[src/rtl/gpio_port_pkg.sv]
package gpio_port_pkg;

    // Register offsets. The data and direction positions are fixed by the
    // software view of the port; the pullup offset fills a free slot.
    localparam int ADDR_W = 3;

    typedef enum logic [ADDR_W-1:0] {
        OFS_LATCH = 3'h1,
        OFS_PULL  = 3'h2,
        OFS_DIR   = 3'h5
    } reg_ofs_e;

endpackage

[src/rtl/gpio_sync.sv]
// Two-stage synchronizer for the pad inputs, one pair of flops per pin.
module gpio_sync #(
    parameter int WIDTH = 8
) (
    input  logic             clk,
    input  logic             rst_n,
    input  logic [WIDTH-1:0] async_in,
    output logic [WIDTH-1:0] sync_out
);

    typedef struct packed {
        logic [WIDTH-1:0] stage1;
        logic [WIDTH-1:0] stage2;
    } sync_t;

    sync_t sync_d, sync_q;

    always_comb begin
        sync_d        = sync_q;
        sync_d.stage1 = async_in;
        sync_d.stage2 = sync_q.stage1;
    end

    always_ff @(posedge clk or negedge rst_n) begin
        if (!rst_n) begin
            sync_q <= '0;
        end else begin
            sync_q <= sync_d;
        end
    end

    assign sync_out = sync_q.stage2;

endmodule

[src/rtl/gpio_regs.sv]
// Register file: direction and pullup registers with reset,
// output latch without reset.
module gpio_regs
    import gpio_port_pkg::*;
#(
    parameter int WIDTH = 8
) (
    input  logic              clk,
    input  logic              rst_n,
    input  logic              wr_en,
    input  logic [ADDR_W-1:0] wr_addr,
    input  logic [WIDTH-1:0]  wr_data,
    output logic [WIDTH-1:0]  latch_val,
    output logic [WIDTH-1:0]  dir_val,
    output logic [WIDTH-1:0]  pull_val
);

    typedef struct packed {
        logic [WIDTH-1:0] dir;
        logic [WIDTH-1:0] pull;
    } cfg_t;

    cfg_t             cfg_d, cfg_q;
    logic [WIDTH-1:0] latch_d, latch_q;

    always_comb begin
        cfg_d   = cfg_q;
        latch_d = latch_q;
        if (wr_en) begin
            unique case (wr_addr)
                OFS_LATCH: latch_d  = wr_data;
                OFS_PULL:  cfg_d.pull = wr_data;
                OFS_DIR:   cfg_d.dir  = wr_data;
                default:   ;
            endcase
        end
    end

    always_ff @(posedge clk or negedge rst_n) begin
        if (!rst_n) begin
            cfg_q <= '0;
        end else begin
            cfg_q <= cfg_d;
        end
    end

    // The latch deliberately ignores reset.
    always_ff @(posedge clk) begin
        latch_q <= latch_d;
    end

    assign latch_val = latch_q;
    assign dir_val   = cfg_q.dir;
    assign pull_val  = cfg_q.pull;

endmodule

[src/rtl/gpio_pin_ctrl.sv]
// Per-pin gating: analog claim, output enable, pullup and digital read value.
module gpio_pin_ctrl #(
    parameter int WIDTH = 8,
    parameter int SEL_W = 3
) (
    input  logic             ana_en,
    input  logic [SEL_W-1:0] ana_sel,
    input  logic [WIDTH-1:0] latch_val,
    input  logic [WIDTH-1:0] dir_val,
    input  logic [WIDTH-1:0] pull_val,
    input  logic [WIDTH-1:0] pad_sync,
    output logic [WIDTH-1:0] oe_out,
    output logic [WIDTH-1:0] pu_out,
    output logic [WIDTH-1:0] rd_bits
);

    logic [WIDTH-1:0] claim;

    for (genvar gi = 0; gi < WIDTH; gi++) begin : g_pin
        always_comb begin
            claim[gi]  = ana_en && (ana_sel == SEL_W'(gi));
            oe_out[gi] = dir_val[gi] && !claim[gi];
            pu_out[gi] = pull_val[gi] && !dir_val[gi] && !claim[gi];
            if (claim[gi]) begin
                rd_bits[gi] = 1'b0;
            end else if (dir_val[gi]) begin
                rd_bits[gi] = latch_val[gi];
            end else begin
                rd_bits[gi] = pad_sync[gi];
            end
        end
    end

endmodule

[src/rtl/gpio_port_ctrl.sv]
// 8-bit general-purpose I/O port with analog pin claim.
module gpio_port_ctrl
    import gpio_port_pkg::*;
#(
    parameter int WIDTH = 8,
    parameter int SEL_W = (WIDTH > 1) ? $clog2(WIDTH) : 1
) (
    input  logic              clk,
    input  logic              rst_n,
    input  logic              bus_wr,
    input  logic [ADDR_W-1:0] bus_addr,
    input  logic [WIDTH-1:0]  bus_wdata,
    output logic [WIDTH-1:0]  bus_rdata,
    input  logic [WIDTH-1:0]  pad_in,
    input  logic              ana_en,
    input  logic [SEL_W-1:0]  ana_sel,
    output logic [WIDTH-1:0]  pin_out,
    output logic [WIDTH-1:0]  pin_oe,
    output logic [WIDTH-1:0]  pin_pu
);

    logic [WIDTH-1:0] latch_val;
    logic [WIDTH-1:0] dir_val;
    logic [WIDTH-1:0] pull_val;
    logic [WIDTH-1:0] pad_sync;
    logic [WIDTH-1:0] rd_bits;

    gpio_sync #(.WIDTH(WIDTH)) i_sync (
        .clk      (clk),
        .rst_n    (rst_n),
        .async_in (pad_in),
        .sync_out (pad_sync)
    );

    gpio_regs #(.WIDTH(WIDTH)) i_regs (
        .clk       (clk),
        .rst_n     (rst_n),
        .wr_en     (bus_wr),
        .wr_addr   (bus_addr),
        .wr_data   (bus_wdata),
        .latch_val (latch_val),
        .dir_val   (dir_val),
        .pull_val  (pull_val)
    );

    gpio_pin_ctrl #(.WIDTH(WIDTH), .SEL_W(SEL_W)) i_pins (
        .ana_en    (ana_en),
        .ana_sel   (ana_sel),
        .latch_val (latch_val),
        .dir_val   (dir_val),
        .pull_val  (pull_val),
        .pad_sync  (pad_sync),
        .oe_out    (pin_oe),
        .pu_out    (pin_pu),
        .rd_bits   (rd_bits)
    );

    always_comb begin
        unique case (bus_addr)
            OFS_LATCH: bus_rdata = rd_bits;
            OFS_PULL:  bus_rdata = pull_val;
            OFS_DIR:   bus_rdata = dir_val;
            default:   bus_rdata = '0;
        endcase
    end

    assign pin_out = latch_val;

endmodule

[config.mk]
export PLATFORM = sky130hd
export DESIGN_NAME = gpio_port_ctrl
export DESIGN_NICKNAME = d
export VERILOG_FILES = /design/src/rtl/gpio_port_pkg.sv /design/src/rtl/gpio_sync.sv /design/src/rtl/gpio_regs.sv /design/src/rtl/gpio_pin_ctrl.sv /design/src/rtl/gpio_port_ctrl.sv
export SDC_FILE = /design/constraint.sdc
export NUM_CORES = 1
export LEC_CHECK = 0
export BUFFER_PORTS_ARGS = -buffer_cell sky130_fd_sc_hd__buf_2
export CORE_MARGIN = 2
export CORE_UTILIZATION = 39
export CTS_BUF_LIST = sky130_fd_sc_hd__clkbuf_4 sky130_fd_sc_hd__clkbuf_8
export CTS_CLUSTER_DIAMETER = 200
export DETAILED_ROUTE_END_ITERATION = 12
export PLACE_DENSITY = 0.73
export SLEW_MARGIN = 10
export SYNTH_ARGS = -nofsm -noshare
export SYNTH_HDL_FRONTEND = slang
export SYNTH_SLANG_ARGS = --single-unit
[constraint.sdc]
create_clock -name clk -period 1.34 [get_ports clk]
set_clock_uncertainty 0.05 [all_clocks]
set_input_delay 0 -clock clk [delete_from_list [all_inputs] [get_ports clk]]
set_output_delay 0 -clock clk [all_outputs]
set_load 0.1 [all_outputs]
Word level (Yosys, flattened, before mapping)
Cells that the tools add are included.

word-level totals
  latch bits = 0
  flip-flop bits (word level) = 40
  input port bits = 26
  bits in writable memories = 0
  memory bits (read-only) = 0
  logic and storage cells = 84
  output and inout bits = 32
  memories = 0

cells by class
  $mul = 0
  bitwise operators = 0
  $lt $le $gt $ge = 0
  equal/unequal tests = 10
  div/mod/pow operators = 0
  multiplexer cells = 17
  reductions and logical operators = 52
  shift-type cells = 0
  add/sub/neg operators = 0

operators by type and width
  cell                  count
  $logic_and A1 B1 Y1   32
  $pmux W8 S3           1
  $logic_not A1 Y1      16
  $mux W1               16
  $eq A3 B3 Y1 const B  5
  $eq A3 B2 Y1 const B  3
  $eq A3 B1 Y1 const B  2
  $reduce_and A2 Y1     3
  $logic_not A3 Y1      1

Logic depth before layout (Yosys ltp)
Gate-level depths: netlist of run 1.

  depth after elaboration = 4
  depth in mapped cells = 4
  gate-level depth less buffers = 3

Cells and area by module
Synthesis of run 1 repeated with hierarchy kept, for this count alone.

unflattened totals
  cells, all modules = 120
  area, all modules = 1834.3 sq um

modules (own cells, without submodules)
  module          times used  cells an instance  area an instance (sq um)  sequential area each (sq um)
  gpio_regs       1           44                 902.1                     640.6
  gpio_sync       1           16                 400.4                     400.4
  gpio_pin_ctrl   1           40                 341.6                     0.0
  gpio_port_ctrl  1           20                 190.2                     0.0

Worst setup path after synthesis of run 1
OpenSTA, ideal clock, no wires.

  path type = register to output
  from = register i_regs.latch_q[3], in the netlist i_regs.latch_val[3]
  to = output port bus_rdata[3]
  data arrival time = 3395 ps
  data required time = 1290 ps
  slack = -2105 ps
  stages on the path, launching flop included = 3
  buffers on the path = 0
  path through = edfxtp_1 -> mux2i_1 -> o31ai_1

on the way
  word-level cells in the longest chain between the ends = 3

RTL lines
  item                      RTL line              text
  start: declaration        gpio_regs.sv:24       logic [WIDTH-1:0] latch_d, latch_q;
  start signal: assignment  gpio_regs.sv:49       latch_q <= latch_d;
  $mux W1                   gpio_pin_ctrl.sv:26   end else if (dir_val[gi]) begin
  $mux W1                   gpio_pin_ctrl.sv:24   if (claim[gi]) begin
  $pmux W8 S3               gpio_port_ctrl.sv:59  unique case (bus_addr)
  end: declaration          gpio_port_ctrl.sv:13  output logic [WIDTH-1:0] bus_rdata,

Every way passes these cells.

Worst setup path after layout of run 1
  from = register i_regs.cfg_q (netlist bit i_regs.dir_val[1])
  to = output port bus_rdata[1]

on the way
  word-level cells in the longest chain between the ends = 3

RTL lines
  item                      RTL line              text
  start: declaration        gpio_regs.sv:23       cfg_t cfg_d, cfg_q;
  start signal: assignment  gpio_regs.sv:43       cfg_q <= cfg_d;
  $mux W1                   gpio_pin_ctrl.sv:26
  $mux W1                   gpio_pin_ctrl.sv:24
  $pmux W8 S3 *             gpio_port_ctrl.sv:59

Mark *: on every way between the ends. The rest lies on a longest branch, timed or not.

==> reports/qor.txt, run 1 <==
LOGIC SYNTHESIS
-------------------------------------------------------------------------------------------------
Leading post-synthesis cells by instance count ..................................... dfrtp_1 (32), nor3b_1 (11)
Number of register bits inferred by synthesis ......................................           40
Average cell area after synthesis ..................................................   15.0 sq um
Number of flops mapped to enable cells by yosys ....................................            8
Post-Synthesis Cell Area ...........................................................   1750 sq um
Leading area contributor after synthesis ...........................................      dfrtp_1
Count of mapped cells out of synthesis .............................................          116
Synthesized Nets ...................................................................          142
Share of the synthesized area in the top cell type .................................        45.9%
Sequential fraction of the synthesis area ..........................................        59.6%
Most numerous cell in the Yosys netlist ............................................      dfrtp_1
Cell types occupying the most area after synthesis ................................. dfrtp_1 (46%), edfxtp_1 (14%), mux2_4 (6.9%)
Top flip-flop cell by instance count after synthesis ...............................      dfrtp_1
Warnings from Yosys ................................................................            0
Fraction of synthesis flops using an asynchronous set or reset pin .................        80.0%
Number of distinct library cell variants in the gate-level netlist after synthesis .           26

STA
-------------------------------------------------------------------------------------------------
Setup slack after layout ...........................................................      -174 ps
Headroom to the max-slew limit .....................................................        60.5%
Sum Neg Setup Slack ................................................................      -921 ps
Total of endpoints with negative setup slack in the final report ...................           11
Slew at the pin closest to its max-slew limit ......................................       590 ps
Final hold violations ..............................................................            0
Unrepaired setup endpoints after global routing ....................................         true
Final min period ...................................................................      1510 ps
Final Cycle Share ..................................................................         113%
Count of final max-slew check failures .............................................            0
Fmax ...............................................................................      660 MHz
Final-layout worst hold slack ......................................................       203 ps

FINAL LAYOUT
-------------------------------------------------------------------------------------------------
Util after Layout ..................................................................        71.9%
Diodes inserted ....................................................................            0
Number of nets at the end of the flow ..............................................          241
Layout cells sized above 1 .........................................................        67.1%
Area of combinational cells with multiple inputs ...................................    915 sq um
Area Growth Syn to Fin .............................................................        78.1%
Design Area, Final .................................................................   3110 sq um
Number of fill cells ...............................................................          291
Final Non-Filler Cells .............................................................          268
Sequential cell area ...............................................................   1050 sq um

GRT
-------------------------------------------------------------------------------------------------
Total gr overflow ..................................................................            0
Maximum number of pins on one net before global-route repair .......................           33
Antenna violations before repair ...................................................            0
Wire length of the first global-routing pass ....................................... 7610 microns
Aggregate global-route resource usage ..............................................        20.2%
Via count of the first global-routing pass .........................................        1,486

CRITICAL PATH
-------------------------------------------------------------------------------------------------
Data required time at the worst endpoint ...........................................      1290 ps
Type of destination of the critical path ...........................................   output pin
Worst-path maximum fanout ..........................................................            2
Depth of the worst register-to-register path .......................................            2
Crit Path Class ....................................................................      reg2out
Critical Path Source Type ..........................................................         flop
Critical path arrival ..............................................................      1460 ps

CTS
-------------------------------------------------------------------------------------------------
Number of buffers created by CTS ...................................................            5
Register clock-pin slew on the reported worst setup and hold paths .................        70 ps
Root buffer selected by CTS ........................................................     clkbuf_8
CTS HTree Levels ...................................................................            2
Clock tree from TritonCTS ..........................................................        built
Clock latency on the worst-skew pair ...............................................       290 ps
TritonCTS sink count ...............................................................           40
Max clock buf depth ................................................................            2

DRT
-------------------------------------------------------------------------------------------------
Total vias in the final route ......................................................        1,357
Avg Vias per Cell ..................................................................         5.06
Number of iterations in the first detailed-routing pass ............................            4
Starting DRC count in detailed routing .............................................           22
Number of DRC violations after detailed routing ....................................            0
Wire length per cell ............................................................... 16.8 microns
Detail Route Antenna Nets ..........................................................            0
Total wirelength of the detailed-routed design ..................................... 4500 microns

DIE
-------------------------------------------------------------------------------------------------
Height of the die .................................................................. 70.9 microns
Die Footprint ......................................................................   5030 sq um
Number of standard-cell rows in the floorplan ......................................           24
DIE WIDTH .......................................................................... 70.9 microns
Number of top-level pins ...........................................................           58
Core footprint .....................................................................   4320 sq um
Initial Utilization ................................................................        40.4%

PLACED DESIGN
-------------------------------------------------------------------------------------------------
Post-placement cell area ...........................................................   2770 sq um
Final HPWL from detailed placement ................................................. 3280 microns
Pre-CTS worst setup slack ..........................................................      23.7 ps
Number of cells after detailed placement ...........................................          239
Number of buffer cells added on primary ports ......................................           57
Placer's final routability congestion estimate .....................................        0.695

OUTCOME
-------------------------------------------------------------------------------------------------
Violated checks .................................................................... setup timing
Status ............................................................................. complete, but fails checks

RUN
-------------------------------------------------------------------------------------------------
Reported max-cap violation count ...................................................            0

PWR
-------------------------------------------------------------------------------------------------
Maximum vdd drop ...................................................................      1.05 mV
Power Density ...................................................................... 1550 nW/um^2
Leak pwr ...........................................................................      1.34 nW
Total power consumption of the routed design .......................................      4.81 mW

HOLD PATH
-------------------------------------------------------------------------------------------------
Tightest Hold Check Type ...........................................................     in2async

==> kinds of logic after synthesis <==
| group | count (synthesis) | synth area share [%] |
|---|---|---|
| DFF | 40 | 59.6 |
| AOI/OAI and AO/OA | 13 | 6.24 |
| buffers and inverters | 4 | 2.29 |
| and+or+nand+nor | 35 | 15.2 |
| muxes | 24 | 16.6 |
==> cell usage in the layout (no fill, tap or decap), types with 2 or more instances in the layout <==
master         netlist  routed
a22oi_2              0       2
nor2b_4              0       5
dlygate4sd3_1        0      17
mux2i_2              0       5
clkbuf_4             0       2
mux2_4               8       8
nor2b_2              0       2
dfrtp_2              0       5
nor3b_4              1       9
buf_2                1      33
buf_6                1       5
and4bb_2             2       2
edfxtp_1             8       8
buf_4                0      17
nand2_1              2       2
clkbuf_8             0       6
nor3_1               2       2
o31ai_4              0       5
mux2i_1              8       3
nor3_2               2       2
a221o_4              0       2
mux2_2               8       8
buf_12               1      23
a22oi_1              5       3
nor3b_1             11       3
dfrtp_1             32      27
nor2_1               2       2
==> worst max-delay path: stages (launching register included) <==
cell     delay [ps]
dfrtp_1         370
mux2i_1         220
nor3_2           60
a221o_4         340
buf_12          170
==> report_power, final <==
| group | internal (mW) | switching [mW] | leakage [nW] |
|---|---|---|---|
| clock network | 0.460 | 0.386 | 0.0523 |
| registers | 1.39 | 0.141 | 0.446 |
| logic | 1.01 | 1.43 | 0.843 |
==> metal layers <==
| layer | track usage (%) | routed length, microns |
|---|---|---|
| met4 | 6.92 | 68 |
| met5 | 0 | 0 |
| met2 | 33.4 | 2320 |
| met3 | 7.12 | 286 |
| met1 | 24.8 | 1830 |
==> timing repair <==
| action | in CTS | in global routing |
|---|---|---|
| buffers inserted | 4 | 0 |
| hold buffers | 17 | 0 |
| endpoints found under the setup margin | 9 | 16 |
| pin swaps | 4 | 7 |
| gates resized for setup | 7 | 6 |
| hold endpoints to repair | 64 | 0 |
==> flip-flops by register name, summed over array words and instances, names as in the netlist <==
signal / flops
i_regs.dir_val: 8
i_regs.latch_val: 8
i_regs.pull_val: 8
i_sync.sync_d: 8
i_sync.sync_out: 8
==> path summary, 6_finish.rpt <==
check | from | end | slack, ps
setup reg to reg | i_regs.dir_val[7]$_DFFE_PN0P_ | i_regs.dir_val[7]$_DFFE_PN0P_ | 340
max in group asynchronous | rst_n | i_regs.dir_val[3]$_DFFE_PN0P_ | 720
min in group clk | bus_wr | i_regs.latch_val[7]$_DFFE_PP_ | 210
setup / recovery | i_regs.dir_val[1]$_DFFE_PN0P_ | bus_rdata[1] | -170
hold / removal | rst_n | i_sync.sync_d[4]$_DFF_PN0_ | 200
hold reg to reg | i_sync.sync_d[1]$_DFF_PN0_ | i_sync.sync_out[1]$_DFF_PN0_ | 300
==> cell type report <==
type,instances,share of cell area (%)
Clock buffer,8,3.14
Inverter,1,0.121
Multi-Input combinational cell,72,29.4
Sequential cell,40,33.7
Tap cell,52,2.09
Timing Repair Buffer,95,31.5
Power figures use the tool's default switching activity.
==> run 2, diff against run 1 <==
--- a/config.mk
+++ b/config.mk
@@ -7,11 +7,11 @@
 export LEC_CHECK = 0
 export BUFFER_PORTS_ARGS = -buffer_cell sky130_fd_sc_hd__buf_2
 export CORE_MARGIN = 2
-export CORE_UTILIZATION = 39
+export CORE_UTILIZATION = 44
 export CTS_BUF_LIST = sky130_fd_sc_hd__clkbuf_4 sky130_fd_sc_hd__clkbuf_8
 export CTS_CLUSTER_DIAMETER = 200
 export DETAILED_ROUTE_END_ITERATION = 12
-export PLACE_DENSITY = 0.73
+export PLACE_DENSITY = 0.8
 export SLEW_MARGIN = 10
 export SYNTH_ARGS = -nofsm -noshare
 export SYNTH_HDL_FRONTEND = slang
==> reports/qor.txt, run 2 (synthesis results as in run 1) <==
STA
---------------------------------------------------------------------------------
Count of final max-slew check failures .............................            0   unchanged
Sum Neg Setup Slack ................................................     -1000 ps   was -921 ps
Unrepaired setup endpoints after global routing ....................         true   unchanged
Setup slack after layout ...........................................      -201 ps   was -174 ps
Slew at the pin closest to its max-slew limit ......................       515 ps   was 590 ps
Final Cycle Share ..................................................         115%   was 113%
Final hold violations ..............................................            0   unchanged
Total of endpoints with negative setup slack in the final report ...           12   was 11
Headroom to the max-slew limit .....................................        65.6%   was 60.5%
Final min period ...................................................      1540 ps   was 1510 ps
Fmax ...............................................................      649 MHz   was 660 MHz

FINAL LAYOUT
---------------------------------------------------------------------------------
Diodes inserted ....................................................            0   unchanged
Number of nets at the end of the flow ..............................          242   was 241
Layout cells sized above 1 .........................................        67.7%   was 67.1%
Util after Layout ..................................................        83.3%   was 71.9%
Commonest non-fill, non-tap cell in the layout .....................        buf_2   unchanged
Commonest non-fill, non-tap cells in the layout .................... buf_2 (33), dfrtp_1 (26), buf_12 (23), dlygate4sd3_1 (17), buf_4 (16)   was buf_2 (33), dfrtp_1 (27), buf_12 (23), dlygate4sd3_1 (17), buf_4 (17)
Area Growth Syn to Fin .............................................        78.7%   was 78.1%
Design Area, Final .................................................   3120 sq um   was 3110 sq um

GRT
---------------------------------------------------------------------------------
Met3 layer usage reported by global route ..........................        7.09%   was 7.12%
Via count of the first global-routing pass .........................        1,620   was 1,486
GR Util met1 .......................................................        27.5%   was 24.8%
Maximum number of pins on one net before global-route repair .......           33   unchanged
Aggregate global-route resource usage ..............................        25.4%   was 20.2%
Global-route layer with the greatest usage .........................         met2   unchanged
Met2 demand-to-capacity share in global routing ....................        45.8%   was 33.4%
Total gr overflow ..................................................            0   unchanged
Antenna violations before repair ...................................            0   unchanged
Wire length of the first global-routing pass ....................... 7970 microns   was 7610 microns

CRITICAL PATH
---------------------------------------------------------------------------------
Worst-path maximum fanout ..........................................            2   unchanged
Data required time at the worst endpoint ...........................      1290 ps   about the same
Cell with the largest stage delay on the worst path ................      dfrtp_1   unchanged
Critical path arrival ..............................................      1490 ps   was 1460 ps
Crit Path Class ....................................................      reg2out   unchanged
Critical Path Source Type ..........................................         flop   unchanged
Buf+Inv Stages, Crit Path ..........................................            1   unchanged
Cell family with the largest share of critical-path delay ..........   flip-flops   unchanged
Type of destination of the critical path ...........................   output pin   unchanged
Register-to-register setup slack ...................................       320 ps   was 340 ps
Cells traversed along the worst timing path ........................ mux2i_1 > nor3_2 > a221o_4 > buf_12   unchanged
Longest individual stage delay on the worst path ...................       390 ps   was 370 ps

CTS
---------------------------------------------------------------------------------
Clock tree from TritonCTS ..........................................        built   unchanged
Clock latency on the worst-skew pair ...............................       290 ps   about the same
TritonCTS sink count ...............................................           40   unchanged
CTS HTree Levels ...................................................            2   unchanged
Register clock-pin slew on the reported worst setup and hold paths .        70 ps   about the same
Number of buffers created by CTS ...................................            5   unchanged
Max clock buf depth ................................................            2   unchanged
Root buffer selected by CTS ........................................     clkbuf_8   unchanged

DIE
---------------------------------------------------------------------------------
Number of top-level pins ...........................................           58   unchanged
Core footprint .....................................................   3740 sq um   was 4320 sq um
Die Footprint ......................................................   4490 sq um   was 5030 sq um
Initial Utilization ................................................        46.6%   was 40.4%
Number of standard-cell rows in the floorplan ......................           22   was 24
Height of the die .................................................. 67.0 microns   was 70.9 microns
DIE WIDTH .......................................................... 67.0 microns   was 70.9 microns

DRT
---------------------------------------------------------------------------------
Number of DRC violations after detailed routing ....................            0   unchanged
Total wirelength of the detailed-routed design ..................... 4930 microns   was 4500 microns
Detail Route Antenna Nets ..........................................            0   unchanged
Avg Vias per Cell ..................................................         5.26   was 5.06
Wire length per cell ............................................... 18.6 microns   was 16.8 microns
Total vias in the final route ......................................        1,395   was 1,357
Number of iterations in the first detailed-routing pass ............            4   unchanged
Starting DRC count in detailed routing .............................           43   was 22

PLACED DESIGN
---------------------------------------------------------------------------------
Placer's final routability congestion estimate .....................        0.790   was 0.695
Final HPWL from detailed placement ................................. 3290 microns   was 3280 microns
Number of buffer cells added on primary ports ......................           57   unchanged
Post-placement cell area ...........................................   2750 sq um   was 2770 sq um

RUN
---------------------------------------------------------------------------------
Reported max-cap violation count ...................................            0   unchanged

OUTCOME
---------------------------------------------------------------------------------
Violated checks .................................................... setup timing   unchanged
Status ............................................................. complete, but fails checks   unchanged

PWR
---------------------------------------------------------------------------------
Power Density ...................................................... 1570 nW/um^2   was 1550 nW/um^2
Leak pwr ...........................................................      1.34 nW   about the same
Maximum vdd drop ...................................................      1.20 mV   was 1.05 mV

HOLD PATH
---------------------------------------------------------------------------------
Tightest Hold Check Type ...........................................     in2async   unchanged

[run 2: cell count changes in the layout (fill, tap and decap cells not counted), sizes merged]
| cell | delta |
|---|---|
| buf | +1 |
[run 2: layout make-up]
type                            instances  area, sq um
Sequential cell                        40         1050
Timing Repair Buffer                   96          995
Multi-Input combinational cell         72          915
Fill cell                             199          624
Clock buffer                            8         97.6
Tap cell                               48         60.1
Inverter                                1         3.75
[run 2: power by group]
part / switching, mW / leakage, nW / internal (mW) / total (mW)
sequential: 0.150 / 0.445 / 1.39 / 1.54
combinational: 1.45 / 0.847 / 1.04 / 2.49
clock: 0.396 / 0.0523 / 0.460 / 0.856
total: 2.00 / 1.34 / 2.89 / 4.88
[run 2: path summary, 6_finish.rpt]
check,cells past startpoint,to,start
min in group clk,3,i_regs.dir_val[1]$_DFFE_PN0P_,bus_wr
worst min register to register,0,i_sync.sync_out[7]$_DFF_PN0_,i_sync.sync_d[7]$_DFF_PN0_
max in group asynchronous,3,i_regs.dir_val[4]$_DFFE_PN0P_,rst_n
worst max register to register,2,i_regs.dir_val[5]$_DFFE_PN0P_,i_regs.dir_val[5]$_DFFE_PN0P_
worst max-delay path,4,bus_rdata[2],i_regs.dir_val[2]$_DFFE_PN0P_
worst min-delay path,3,i_sync.sync_out[2]$_DFF_PN0_,rst_n
[run 2: worst register-to-register path, cell delays in order, from the launching register on]
cell	delay [ps]
dfrtp_2	450
buf_4	150
mux2_2	250
[run 2: metrics by stage]
stage | setup WS (ps) | hold WS (ps) | cells | power, mW
floorplan | -770 | -346 | 116 | 3.08
global placement | 32.1 | -11.6 | 232 | 3.81
detailed placement | 11.0 | -2.49 | 232 | 3.86
CTS | -213 | 179 | 265 | 4.85
global route | -274 | 206 | 265 | 5.05
finish | -201 | 185 | 265 | 4.88
[run 2: per-layer routing]
metal,routed length (microns),share of wire (%),vias up
li1,-,-,635
met1,1840,37,692
met2,2700,55,51
met3,249,5.0,17
met4,142,2.9,0
met5,0,0,-
[run 2: repair_timing]
item                                    4_1_cts  5_1_grt
setup buffers                                 8        0
pin swaps                                     7        4
endpoints found under the hold margin        64        0
hold buffers                                 17        0
endpoints found under the setup margin       11       16
gates resized for setup                       7        9
==> run 3, diff against run 2 <==
--- a/config.mk
+++ b/config.mk
@@ -16,3 +16,4 @@
 export SYNTH_ARGS = -nofsm -noshare
 export SYNTH_HDL_FRONTEND = slang
 export SYNTH_SLANG_ARGS = --single-unit
+export TNS_END_PERCENT = 50
==> reports/qor.txt, run 3 (synthesis results as in run 1) <==
FINAL LAYOUT
---------------------------------------------------------------------------------
Layout cells sized above 1 .........................................        66.5%   was 67.7%
Area Growth Syn to Fin .............................................        72.9%   was 78.7%
Diodes inserted ....................................................            0   unchanged
Final Non-Filler Cells .............................................          260   was 265
Number of fill cells ...............................................          219   was 199
Util after Layout ..................................................        80.6%   was 83.3%
Commonest non-fill, non-tap cells in the layout .................... buf_2 (33), dfrtp_1 (27), buf_12 (23), dlygate4sd3_1 (17), buf_4 (17)   was buf_2 (33), dfrtp_1 (26), buf_12 (23), dlygate4sd3_1 (17), buf_4 (16)
Commonest non-fill, non-tap cell in the layout .....................        buf_2   unchanged
Number of nets at the end of the flow ..............................          237   was 242

CTS
---------------------------------------------------------------------------------
Max clock buf depth ................................................            2   unchanged
CTS HTree Levels ...................................................            2   unchanged
Root buffer selected by CTS ........................................     clkbuf_8   unchanged
TritonCTS sink count ...............................................           40   unchanged
Register clock-pin slew on the reported worst setup and hold paths .        70 ps   about the same
Number of buffers created by CTS ...................................            5   unchanged
Clock latency on the worst-skew pair ...............................       300 ps   was 290 ps
Clock tree from TritonCTS ..........................................        built   unchanged

DIE
---------------------------------------------------------------------------------
Number of top-level pins ...........................................           58   unchanged
Initial Utilization ................................................        46.6%   unchanged
Number of standard-cell rows in the floorplan ......................           22   unchanged
Core footprint .....................................................   3740 sq um   unchanged
DIE WIDTH .......................................................... 67.0 microns   unchanged
Height of the die .................................................. 67.0 microns   unchanged
Die Footprint ......................................................   4490 sq um   unchanged

STA
---------------------------------------------------------------------------------
Final Cycle Share ..................................................         119%   was 115%
Headroom to the max-slew limit .....................................        61.6%   was 65.6%
Fmax ...............................................................      629 MHz   was 649 MHz
Unrepaired setup endpoints after global routing ....................         true   unchanged
Total of endpoints with negative setup slack in the final report ...           13   was 12
Final-layout worst hold slack ......................................       202 ps   was 185 ps
Count of final max-slew check failures .............................            0   unchanged
Final hold violations ..............................................            0   unchanged
Slew at the pin closest to its max-slew limit ......................       573 ps   was 515 ps
Sum Neg Setup Slack ................................................     -1050 ps   was -1000 ps
Setup slack after layout ...........................................      -249 ps   was -201 ps
Final min period ...................................................      1590 ps   was 1540 ps

DRT
---------------------------------------------------------------------------------
Total vias in the final route ......................................        1,383   was 1,395
Number of iterations in the first detailed-routing pass ............            4   unchanged
Total wirelength of the detailed-routed design ..................... 4880 microns   was 4930 microns
Detail Route Antenna Nets ..........................................            0   unchanged
Number of DRC violations after detailed routing ....................            0   unchanged
Starting DRC count in detailed routing .............................           40   was 43
Wire length per cell ............................................... 18.8 microns   was 18.6 microns
Avg Vias per Cell ..................................................         5.32   was 5.26

RUN
---------------------------------------------------------------------------------
Reported max-cap violation count ...................................            0   unchanged

CRITICAL PATH
---------------------------------------------------------------------------------
Crit Path Class ....................................................      reg2out   unchanged
Cell family with the largest share of critical-path delay ..........   flip-flops   unchanged
Critical Path Source ............................................... i_regs.dir_val[2]$_DFFE_PN0P_   unchanged
Worst-path maximum fanout ..........................................            2   unchanged
Critical Path Source Type ..........................................         flop   unchanged
Cell with the largest stage delay on the worst path ................      dfrtp_1   unchanged
Buf+Inv Stages, Crit Path ..........................................            1   unchanged
R2r startpoint ..................................................... i_regs.dir_val[3]$_DFFE_PN0P_   was i_regs.dir_val[5]$_DFFE_PN0P_
Critical path arrival ..............................................      1540 ps   was 1490 ps
Data required time at the worst endpoint ...........................      1290 ps   about the same
Longest individual stage delay on the worst path ...................       380 ps   was 390 ps
Register-to-register setup slack ...................................       320 ps   about the same
Worst reg2reg path endpoint ........................................ i_regs.dir_val[3]$_DFFE_PN0P_   was i_regs.dir_val[5]$_DFFE_PN0P_
Depth of the worst register-to-register path .......................            2   unchanged
Cells traversed along the worst timing path ........................ mux2i_2 > nor3_2 > a221o_2 > buf_12   was mux2i_1 > nor3_2 > a221o_4 > buf_12
Type of destination of the critical path ...........................   output pin   unchanged

GRT
---------------------------------------------------------------------------------
Total gr overflow ..................................................            0   unchanged
Via count of the first global-routing pass .........................        1,504   was 1,620
Wire length of the first global-routing pass ....................... 7750 microns   was 7970 microns
Maximum number of pins on one net before global-route repair .......           33   unchanged
Antenna violations before repair ...................................            0   unchanged
Aggregate global-route resource usage ..............................        24.5%   was 25.4%

PLACED DESIGN
---------------------------------------------------------------------------------
Number of cells after detailed placement ...........................          231   was 232
Number of buffer cells added on primary ports ......................           57   unchanged
Placer's final routability congestion estimate .....................        0.787   was 0.790
Final HPWL from detailed placement ................................. 3400 microns   was 3290 microns

PWR
---------------------------------------------------------------------------------
Power Density ...................................................... 1580 nW/um^2   was 1570 nW/um^2
Leak pwr ...........................................................      1.29 nW   was 1.34 nW
Maximum vdd drop ...................................................      1.20 mV   about the same
Total power consumption of the routed design .......................      4.76 mW   was 4.88 mW

HOLD PATH
---------------------------------------------------------------------------------
Source of the worst hold timing path ...............................       bus_wr
Hold endpoint ...................................................... i_regs.latch_val[7]$_DFFE_PP_
Min-Delay Path Depth ...............................................            4
Tightest Hold Check Type ...........................................       in2reg   was in2async

OUTCOME
---------------------------------------------------------------------------------
Violated checks .................................................... setup timing   unchanged
Status ............................................................. complete, but fails checks   unchanged

-- run 3: power by group --
group          leakage (nW)  internal (mW)  switching (mW)
Clock                0.0523          0.460           0.393
Sequential            0.446           1.39           0.130
Combinational         0.789          0.950            1.44
Total                  1.29           2.80            1.96
-- run 3: worst reg2reg max path, delay by kind of cell, from the launching register on --
family                 cells  cell delay, ps
DFF                        1             440
buffers and inverters      1             160
muxes                      1             260
-- run 3: area by class of cell --
| type | instances | area (sq um) | area share [%] |
|---|---|---|---|
| Inverter | 1 | 3.75 | 0.124 |
| Clock buffer | 8 | 97.6 | 3.23 |
| Timing Repair Buffer | 91 | 935 | 31.0 |
| Sequential cell | 40 | 1050 | 34.7 |
| Multi-Input combinational cell | 72 | 875 | 29.0 |
| Tap cell | 48 | 60.1 | 1.99 |
-- run 3: timing repair --
action	4_1_cts	5_1_grt
hold endpoints to repair	64	0
resized for setup	9	9
pin swaps	7	3
setup buffers	4	0
hold buffers	17	0
endpoints found under the setup margin	13	20
cloned	0	0
-- run 3: per-layer routing --
| metal | vias up | global-route usage [%] | wire [microns] |
|---|---|---|---|
| li1 | 622 | - | - |
| met1 | 692 | 27.3 | 1740 |
| met2 | 64 | 45.6 | 2700 |
| met3 | 5 | 6.93 | 383 |
| met4 | 0 | 6.12 | 55 |
| met5 | - | 0 | 0 |
-- run 3: worst max-delay path by stage --
stage	end	slack [ps]	cells past startpoint
6_report	bus_rdata[2]	-250	4
5_1_grt	bus_rdata[2]	-310	4
4_1_cts	bus_rdata[2]	-250	4
3_5_place_dp	pin_oe[5]	-100	5
3_3_place_gp	pin_oe[5]	-9	5
2_1_floorplan	bus_rdata[3]	-770	2
-- run 3: metrics by stage --
step / worst slack, ps / cell area (sq um)
floorplan: -770 / 1910
global placement: -8.93 / 2660
detailed placement: -96.1 / 2660
CTS: -253 / 2990
global route: -307 / 3020
finish: -249 / 3020
